--- config.mk ---
export PLATFORM = sky130hd
export DESIGN_NAME = pmp_csr_bank
export DESIGN_NICKNAME = d
export VERILOG_FILES = /design/src/rtl/pmp_bank_pkg.sv /design/src/rtl/pmp_csr_decode.sv /design/src/rtl/pmp_cfg_entry.sv /design/src/rtl/pmp_addr_entry.sv /design/src/rtl/pmp_csr_bank.sv
export SDC_FILE = /design/constraint.sdc
export NUM_CORES = 1
export LEC_CHECK = 0
export CAP_MARGIN = 20
export CORE_MARGIN = 2
export CORE_UTILIZATION = 33
export CTS_BUF_LIST = sky130_fd_sc_hd__clkbuf_2 sky130_fd_sc_hd__clkbuf_4 sky130_fd_sc_hd__clkbuf_8
export CTS_CLUSTER_SIZE = 20
export DETAILED_ROUTE_END_ITERATION = 10
export GPL_ROUTABILITY_DRIVEN = 0
export HOLD_SLACK_MARGIN = 0.08
export PLACE_DENSITY = 0.57
export SETUP_SLACK_MARGIN = 0.4
export SLEW_MARGIN = 10
export SYNTH_ARGS = -nofsm -noshare
export SYNTH_HDL_FRONTEND = slang
export SYNTH_HIERARCHICAL = 1
export SYNTH_SLANG_ARGS = --single-unit
--- constraint.sdc ---
create_clock -name clk -period 4.8 [get_ports clk]
set_clock_uncertainty 0.15 [all_clocks]
set_input_delay 1.44 -clock clk [delete_from_list [all_inputs] [get_ports clk]]
set_output_delay 1.44 -clock clk [all_outputs]
set_load 0.1 [all_outputs]
--- src/rtl/pmp_bank_pkg.sv ---
package pmp_bank_pkg;
  localparam int BIT_R  = 0;
  localparam int BIT_W  = 1;
  localparam int BIT_X  = 2;
  localparam int MODE_LO = 3;
  localparam int MODE_HI = 4;
  localparam int BIT_L  = 7;

  // Legal value for a written byte: drop the reserved bits and hold the
  // old R/W pair when the new one is the reserved R=0/W=1 combination.
  function automatic logic [7:0] cfg_legalize(input logic [7:0] old_b,
                                              input logic [7:0] new_b);
    logic [1:0] rw;
    rw = (new_b[BIT_W] && !new_b[BIT_R]) ? old_b[BIT_W:BIT_R] : new_b[BIT_W:BIT_R];
    return {new_b[BIT_L], 2'b00, new_b[MODE_HI:MODE_LO], new_b[BIT_X], rw};
  endfunction
endpackage

--- src/rtl/pmp_csr_decode.sv ---
module pmp_csr_decode #(
  parameter int CSR_AW = 12,
  parameter logic [CSR_AW-1:0] CFG_BASE  = 12'h3A0,
  parameter logic [CSR_AW-1:0] ADDR_BASE = 12'h3B0,
  parameter int CFG_IW = 2,
  parameter int ADDR_IW = 4,
  parameter int NUM_CFG_IMPL = 2,
  parameter int NUM_ENTRIES = 8
) (
  input  logic [CSR_AW-1:0]  addr_i,
  output logic               cfg_hit_o,
  output logic               cfg_impl_o,
  output logic [CFG_IW-1:0]  cfg_idx_o,
  output logic               addr_hit_o,
  output logic               addr_impl_o,
  output logic [ADDR_IW-1:0] addr_idx_o
);
  // Both windows are aligned to their size, so a prefix compare suffices.
  assign cfg_hit_o   = addr_i[CSR_AW-1:CFG_IW]  == CFG_BASE[CSR_AW-1:CFG_IW];
  assign addr_hit_o  = addr_i[CSR_AW-1:ADDR_IW] == ADDR_BASE[CSR_AW-1:ADDR_IW];
  assign cfg_idx_o   = addr_i[CFG_IW-1:0];
  assign addr_idx_o  = addr_i[ADDR_IW-1:0];
  assign cfg_impl_o  = {1'b0, cfg_idx_o}  < (CFG_IW+1)'(NUM_CFG_IMPL);
  assign addr_impl_o = {1'b0, addr_idx_o} < (ADDR_IW+1)'(NUM_ENTRIES);
endmodule

--- src/rtl/pmp_cfg_entry.sv ---
module pmp_cfg_entry
  import pmp_bank_pkg::*;
(
  input  logic       clk,
  input  logic       rst,
  input  logic       we_i,
  input  logic [7:0] wbyte_i,
  output logic [7:0] cfg_o
);
  logic [7:0] cfg_q;
  logic       locked;

  assign locked = cfg_q[BIT_L];

  always_ff @(posedge clk) begin
    if (rst)
      cfg_q <= '0;
    else if (we_i && !locked)
      cfg_q <= cfg_legalize(cfg_q, wbyte_i);
  end

  assign cfg_o = cfg_q;

  AST_CFG_LOCK_FREEZES: assert property (@(posedge clk) disable iff (rst)
    locked |=> $stable(cfg_q));
  AST_NO_RESERVED_RW: assert property (@(posedge clk) disable iff (rst)
    !(cfg_q[BIT_W] && !cfg_q[BIT_R]));
  AST_RSVD_RW_KEEPS_OLD: assert property (@(posedge clk) disable iff (rst)
    (we_i && !locked && wbyte_i[BIT_W] && !wbyte_i[BIT_R])
      |=> cfg_q[BIT_W:BIT_R] == $past(cfg_q[BIT_W:BIT_R]));
  AST_RSVD_BITS_ZERO: assert property (@(posedge clk) disable iff (rst)
    cfg_q[6:5] == 2'b00);
endmodule

--- src/rtl/pmp_addr_entry.sv ---
module pmp_addr_entry #(
  parameter int XLEN = 32
) (
  input  logic            clk,
  input  logic            rst,
  input  logic            we_i,
  input  logic            lock_i,
  input  logic [XLEN-1:0] wdata_i,
  output logic [XLEN-1:0] addr_o
);
  logic [XLEN-1:0] addr_q;

  always_ff @(posedge clk) begin
    if (rst)
      addr_q <= '0;
    else if (we_i && !lock_i)
      addr_q <= wdata_i;
  end

  assign addr_o = addr_q;

  AST_ADDR_LOCK_FREEZES: assert property (@(posedge clk) disable iff (rst)
    lock_i |=> $stable(addr_q));
endmodule

--- src/rtl/pmp_csr_bank.sv ---
module pmp_csr_bank
  import pmp_bank_pkg::*;
#(
  parameter int XLEN = 32,
  parameter int NUM_ENTRIES = 8,
  parameter int CSR_AW = 12,
  parameter logic [CSR_AW-1:0] CFG_BASE  = 12'h3A0,
  parameter logic [CSR_AW-1:0] ADDR_BASE = 12'h3B0
) (
  input  logic                        clk,
  input  logic                        rst,
  input  logic [CSR_AW-1:0]           csr_addr,
  input  logic [XLEN-1:0]             csr_wdata,
  input  logic                        csr_we,
  output logic [XLEN-1:0]             csr_rdata,
  output logic [NUM_ENTRIES*8-1:0]    entry_cfg_o,
  output logic [NUM_ENTRIES*XLEN-1:0] entry_addr_o
);
  localparam int BPC          = XLEN / 8;
  localparam int MAX_ENTRIES  = 16;
  localparam int MAX_CFG      = MAX_ENTRIES / BPC;
  localparam int CFG_IW       = $clog2(MAX_CFG);
  localparam int ADDR_IW      = $clog2(MAX_ENTRIES);
  localparam int NUM_CFG_IMPL = (NUM_ENTRIES + BPC - 1) / BPC;

  logic               cfg_hit, cfg_impl, addr_hit, addr_impl;
  logic [CFG_IW-1:0]  cfg_idx;
  logic [ADDR_IW-1:0] addr_idx;
  logic [NUM_ENTRIES-1:0] cfg_we, addr_we;
  logic [7:0]      cfg_q  [NUM_ENTRIES];
  logic [XLEN-1:0] addr_q [NUM_ENTRIES];

  pmp_csr_decode #(
    .CSR_AW(CSR_AW), .CFG_BASE(CFG_BASE), .ADDR_BASE(ADDR_BASE),
    .CFG_IW(CFG_IW), .ADDR_IW(ADDR_IW),
    .NUM_CFG_IMPL(NUM_CFG_IMPL), .NUM_ENTRIES(NUM_ENTRIES)
  ) u_dec (
    .addr_i(csr_addr),
    .cfg_hit_o(cfg_hit), .cfg_impl_o(cfg_impl), .cfg_idx_o(cfg_idx),
    .addr_hit_o(addr_hit), .addr_impl_o(addr_impl), .addr_idx_o(addr_idx)
  );

  for (genvar i = 0; i < NUM_ENTRIES; i++) begin : g_entry
    localparam int CR = i / BPC;
    localparam int BY = i % BPC;

    assign cfg_we[i]  = csr_we && cfg_hit && cfg_impl && (cfg_idx == CFG_IW'(CR));
    assign addr_we[i] = csr_we && addr_hit && addr_impl && (addr_idx == ADDR_IW'(i));

    pmp_cfg_entry u_cfg (
      .clk(clk), .rst(rst), .we_i(cfg_we[i]),
      .wbyte_i(csr_wdata[8*BY +: 8]), .cfg_o(cfg_q[i])
    );

    pmp_addr_entry #(.XLEN(XLEN)) u_addr (
      .clk(clk), .rst(rst), .we_i(addr_we[i]), .lock_i(cfg_q[i][BIT_L]),
      .wdata_i(csr_wdata), .addr_o(addr_q[i])
    );

    assign entry_cfg_o[8*i +: 8]       = cfg_q[i];
    assign entry_addr_o[XLEN*i +: XLEN] = addr_q[i];
  end

  // Combinational read path; unimplemented and unknown numbers give zero.
  always_comb begin
    csr_rdata = '0;
    for (int i = 0; i < NUM_ENTRIES; i++) begin
      if (cfg_hit && cfg_impl && (cfg_idx == CFG_IW'(i / BPC)))
        csr_rdata[8*(i % BPC) +: 8] = cfg_q[i];
      if (addr_hit && addr_impl && (addr_idx == ADDR_IW'(i)))
        csr_rdata = addr_q[i];
    end
  end

  AST_UNIMPL_READS_ZERO: assert property (@(posedge clk) disable iff (rst)
    ((cfg_hit && !cfg_impl) || (addr_hit && !addr_impl)) |-> csr_rdata == '0);
  AST_STRAY_WRITE_NO_EFFECT: assert property (@(posedge clk) disable iff (rst)
    (csr_we && !(cfg_hit && cfg_impl) && !(addr_hit && addr_impl))
      |=> ($stable(entry_cfg_o) && $stable(entry_addr_o)));
  AST_UNKNOWN_READS_ZERO: assert property (@(posedge clk) disable iff (rst)
    (!cfg_hit && !addr_hit) |-> csr_rdata == '0);
endmodule

==> results.yml, run 1 <==
worst_setup_path:
  reg2reg_to: "g_entry[7].u_addr/addr_o[3]"
  critPathLaunch: "csr_addr[4]"
  critPathKind: "primary input to output pin"
  r2r-start: "g_entry[7].u_cfg/cfg_o[7]"
  cp-start-kind: "primary input"
  reg2reg_slack_ps: 2910
  endpoint_kind: "output pin"
  cp_max_fo: 6
  critPathRequiredTime_ps: 3210
  crit_arrival_ps: 3760
  rr_worst_depth: 4
global_route:
  grt_usage_pct: 28.4
  first_global_vias: 17400
  grt_pass1_wl_mm: 121
  grt_overflow_total: 0
  antenna_found_initial: 3
  grt_start_max_net_pins: 137
sta:
  min_period_ps: 5350
  setup_violations: 32
  hold_viol: 0
  fmax_ghz: 0.187
  finalCritPeriodShare_pct: 111
  worstMarginPinSlew_ps: 1130
  relSlewSlack_pct: 24.6
  rsz0062_at_grt: "true"
  worst_slack_ps: -549
  drv_slew: 0
yosys:
  yosys.area.top_type_share_pct: 33.6
  ys.flop_type: "dfxtp_1"
  syn_area_per_cell_um2: 9.48
  synthTopCellsByArea: "dfxtp_1 (34%), nand4bb_1 (16%), o21ai_2 (12%)"
  syn_inst: 1908
  synth-edff-count: 0
  ys_seq_area_share_pct: 33.6
  synth_area_um2: 18100
  yosysUniqueCellTypes: 68
  synth_area_leader_cell: "dfxtp_1"
  synth-async-reset-ratio_pct: 0
  yosysWarnings: 6
  ys_ff_latch: 304
cts:
  clock_sinks: 304
  clk_pin_slew_ps: 60
  cts_made_buffers: 57
  cts-root-buf: "clkbuf_8"
  cts_max_level: 2
  clk_latency_ps: 660
  cts_tree: "done"
  clk_path_buf_depth: 3
placement:
  placement.io_buffers: 382
  hpwlAfterDp_mm: 59.0
  place_worst_setup_slack_ps: -1160
  dp.cells: 2963
floorplan:
  die_y_um: 238
  pin_count: 399
  die_w_um: 238
  core.rowCount: 85
  initial_core_util_pct: 33.5
  core-area_um2: 54000
  die-area_um2: 56700
run_status:
  failed_checks: "setup timing"
  status: "finished with violations"
routing:
  vias: 17700
  drc_errors: 0
  first_pass_iters: 5
  via_per_inst: 5.68
  drtIter0Drc: 1621
  totalWireLength_mm: 83.9
  antenna_left: 0
  post_drt_wl_per_cell_um: 27.0
pwr:
  vdd_drop_max_v: 0.000226
  totalPowerFinal_mw: 5.64
  powerDensity_nw_per_um2: 212
  p_leak_nw: 9.05
final_layout:
  fin_util_pct: 49.2
  fillCellCount: 4972
  layout.nets: 2421
  layout_common_cells: "clkdlybuf4s50_1 (326), dfxtp_1 (304), nand2b_1 (267)"
  fin_cells: 3111
  final_common_cell: "clkdlybuf4s50_1"
  area_growth_pct: 46.9
  drive_gt1_share_pct: 34.3
min_path:
  hold_class: "flop to flop"
  holdPathStages: 2
  hp-start: "g_entry[1].u_addr/addr_o[31]"
  whs_endpoint: "g_entry[1].u_addr/addr_o[31]"
run:
  maxCapViolations: 0
[metrics by stage]
stage          hold slack, ps  cell area, um^2  TNS (ps)
2_1_floorplan             737            18800    -11420
3_3_place_gp              313            24100    -26130
3_5_place_dp              321            24100    -27270
4_1_cts                   336            26000    -16010
5_1_grt                   356            26600    -16050
6_report                  337            26600    -13550
[flip-flops by register name, summed over array words and instances (netlist names)]
| register | cells |
|---|---|
| g_entry.u_cfg/cfg_o | 48 |
| g_entry.u_addr/addr_o | 256 |
[worst max-delay path by stage]
stage | to | slack (ps) | depth (start not counted)
6_report | csr_rdata[23] | -550 | 13
5_1_grt | csr_rdata[16] | -620 | 13
4_1_cts | csr_rdata[20] | -660 | 13
3_5_place_dp | csr_rdata[29] | -1160 | 12
3_3_place_gp | csr_rdata[29] | -1120 | 12
2_1_floorplan | csr_rdata[11] | -660 | 10
[cell usage after synthesis (all sizes together), types with 23 or more instances]
cell type  instances
o21ai            336
dfxtp            304
nand2b           267
nand4bb          259
buf              152
a21oi             95
nand2             92
clkbuf            54
mux2i             48
nor2              39
a211oi            26
nor3              23
[final cells by class]
cell class	instances	area, um^2	share of cell area [%]
Multi-Input combinational cell	1400	12000	45.0
Timing Repair Buffer	604	6440	24.2
Sequential cell	304	6090	22.9
Clock buffer	92	1150	4.34
Tap cell	696	871	3.28
Clock inverter	5	27.5	0.104
Inverter	7	26.3	0.0989
Antenna cell	3	7.51	0.0282
[critical path: stages]
cell	delay, ps
buf_6	90
or3_4	380
nor4_2	130
buf_4	170
and4bb_2	260
buf_12	120
buf_12	140
buf_4	120
nor4_2	40
a211oi_2	260
o221ai_2	160
a22o_4	270
buf_12	170
[cell families (layout without fill, tap and decap cells)]
family	count (synthesis)	after routing	synth area share [%]
other	8	19	0.166
AO/OA/AOI/OAI	549	549	22.2
multiplexers	67	67	3.90
flip-flops	304	304	33.6
AND/OR/NAND/NOR	766	767	32.9
XOR/XNOR	1	1	0.0484
buffers and inverters	213	708	7.10
[power by group]
| part | internal, mW | switching [mW] | leakage [nW] |
|---|---|---|---|
| clock | 1.50 | 1.19 | 0.631 |
| combinational | 0.147 | 0.276 | 5.97 |
| sequential | 2.52 | 0.000172 | 2.45 |
[per-layer routing]
| layer | vias to the layer above | global-route usage [%] | routed length, um |
|---|---|---|---|
| li1 | 7962 | - | - |
| met1 | 8842 | 37.0 | 36300 |
| met2 | 711 | 46.5 | 39400 |
| met3 | 142 | 6.10 | 5640 |
| met4 | 2 | 9.92 | 2520 |
| met5 | - | 0 | 15 |
[repair_timing]
item,in CTS,in global routing
hold buffers,0,0
pin swaps,51,49
hold endpoints to repair,0,0
cloned,2,1
setup buffers,25,20
endpoints found under the setup margin,32,32
gates resized for setup,141,78
Note: power is estimated with default switching activity, not from simulation.
==> inputs of run 2 (changes only) <==
--- a/config.mk
+++ b/config.mk
@@ -13,7 +13,6 @@
 export DETAILED_ROUTE_END_ITERATION = 10
 export GPL_ROUTABILITY_DRIVEN = 0
 export HOLD_SLACK_MARGIN = 0.08
-export PLACE_DENSITY = 0.57
 export SETUP_SLACK_MARGIN = 0.4
 export SLEW_MARGIN = 10
 export SYNTH_ARGS = -nofsm -noshare
==> run 2 against run 1 <==
  * The run still ends with setup timing left
  * Final cell count up 0.32%
  * Total power rose by 4.0%
  * Sequential power about the same
  * Combinational power barely moved
  * Maximum frequency is 1.1% lower
  * Setup slack worse by 57 ps
  * Flip-flop and latch count is the same
  * Non-clock buffer count is 2 lower
  * Clock power rose by 8.6%
  * Critical path depth did not move
  * Die area did not move
  * Critical path type unchanged
  * Largest cell class unchanged
==> results.yml, run 2 (synthesis results as in run 1) <==
run_status:
  status: "finished with violations"
  failed_checks: "setup timing"
worst_setup_path:
  critPathRequiredTime_ps: 3210
  crit_arrival_ps: 3820
  cp-start-kind: "primary input"
  critPathKind: "primary input to output pin"
  crit_family: "simple AND/OR/NAND/NOR gates"
  cp_num_cells: 13
  slowest_stage: "a211oi_2"
  crit_top_cell: "buf_6"
  rr_worst_depth: 4
  path_cells: "buf_6 -> nand4bb_4 -> nor4_4 -> buf_4 -> and4bb_2 -> buf_6 -> buf_12 -> buf_6 -> nor4_4 -> a211oi_2 -> o221ai_2 -> a22o_4 -> buf_12"
  cp_max_fo: 5
  path_buf_inv: 6
  endpoint_kind: "output pin"
  slowest_delay_ps: 330
pwr:
  pwr-share-comb_pct: 7.2
  vdd_drop_max_v: 0.000159
  powerDensity_nw_per_um2: 221
  totalPowerFinal_mw: 5.87
  p_sw_mw: 1.51
  internal-power_mw: 4.36
  switching_share_pct: 25.7
  p_seq_share_pct: 43.0
  clkPwrFrac_pct: 49.7
  p_leak_nw: 9.11
cts:
  cts_hold_buf: 0
  cts_made_buffers: 59
  clk_latency_ps: 680
  clk_path_buf_depth: 3
  cts-root-buf: "clkbuf_8"
  cts_max_level: 2
  cts_tree: "done"
  clk_pin_slew_ps: 60
  clock_sinks: 304
floorplan:
  initial_core_util_pct: 33.5
  die_y_um: 238
  die-area_um2: 56700
  pin_count: 399
  die_w_um: 238
  core-area_um2: 54000
  core.rowCount: 85
sta:
  fin_tns_setup_ps: -15270
  rsz0062_at_grt: "true"
  drv_slew: 0
  finalCritPeriodShare_pct: 113
  relSlewSlack_pct: 22.7
  setup_violations: 32
  worst_slack_ps: -607
  worstMarginPinSlew_ps: 1160
  fmax_ghz: 0.185
  hold_viol: 0
  min_period_ps: 5410
min_path:
  hold_class: "flop to flop"
  holdPathStages: 2
placement:
  hpwlAfterDp_mm: 58.6
  dp.cells: 2965
  dpl_cell_area_um2: 24100
  placement.io_buffers: 382
routing:
  drtIter0Drc: 1581
  totalWireLength_mm: 82.5
  first_pass_iters: 5
  post_drt_wl_per_cell_um: 26.4
  antenna_left: 0
  via_per_inst: 5.65
  vias: 17600
  drc_errors: 0
final_layout:
  layout.nets: 2421
  seqCellArea_um2: 6090
  fin_area_um2: 26600
  multi_input_area_um2: 11900
  area_growth_pct: 47.0
  largest_reg_flops: 256
  drive_gt1_share_pct: 34.3
  final_common_cell: "clkdlybuf4s50_1"
  fin_cells: 3121
  layout_common_cells: "clkdlybuf4s50_1 (326), dfxtp_1 (304), nand2b_1 (267)"
  fillCellCount: 4956
global_route:
  antenna_found_initial: 5
  grt_pass1_wl_mm: 119
  first_global_vias: 17200
  grt_usage_pct: 28.1
  grt_start_max_net_pins: 145
  grt_overflow_total: 0
run:
  maxCapViolations: 0
## run 2: changes by cell type in the layout (fill, tap and decap cells not counted), moves of 5 or more
cell      delta
clkbuf_4     +6
buf_12       -5
clkinv_2     +5
nand2_2      -5
o21ai_1      +5
## run 2: through the flow
stage	hold WS [ps]	util, %	worst slack [ps]
4_1_cts	326	48.4	-691
6_report	334	49.2	-607
5_1_grt	358	49.2	-642
3_3_place_gp	309	44.6	-898
2_1_floorplan	737	-	-657
3_5_place_dp	318	44.6	-915
## run 2: worst paths after layout
kind	end	startpoint	slack, ps
setup reg to reg	g_entry[2].u_addr/addr_o[2]	g_entry[2].u_cfg/cfg_o[7]	3040
hold / removal	g_entry[0].u_addr/addr_o[31]	g_entry[0].u_addr/addr_o[31]	330
hold reg to reg	g_entry[0].u_addr/addr_o[31]	g_entry[0].u_addr/addr_o[31]	330
setup / recovery	csr_rdata[22]	csr_addr[11]	-610
## run 2: layout make-up
class                   count  area share (%)
diodes                      2          0.0188
clock buffers              95            4.35
clock inverters            15           0.593
inverters                   7          0.0988
multi-input cells        1400            44.8
flip-flops and latches    304            22.9
well taps                 696            3.27
repair buffers            602            24.0
## run 2: worst reg2reg max path, delay by kind of cell (launching register included)
family	cells	cell delay [ps]
AND/OR/NAND/NOR	1	580
buffers and inverters	2	510
flip-flops	1	320
AO/OA/AOI/OAI	1	70
## run 2: timing repair
| item | in CTS | in global routing |
|---|---|---|
| buffers inserted | 21 | 19 |
| pin swaps | 60 | 57 |
| gates cloned | 3 | 1 |
| resized for setup | 136 | 68 |
| hold endpoints to repair | 0 | 0 |
| setup endpoints to repair | 32 | 32 |
## run 2: layer usage
layer	vias to the layer above	part of all wire (%)	GRT usage (%)	wire length [um]
met1	8714	43	37.4	35300
met4	6	3.1	9.24	2540
li1	7990	-	-	-
met2	785	47	45.4	38500
met3	141	7.5	5.63	6180
met5	-	0.046	0	38
## run 2: power groups by stage
stage               Sequential (mW)  Clock, mW  Combinational (mW)
global route                   2.52       3.08               0.436
detailed placement             2.58          0               0.405
floorplan                      2.58          0               0.244
finish                         2.52       2.92               0.425
CTS                            2.52       2.96               0.408
global placement               2.58          0               0.401
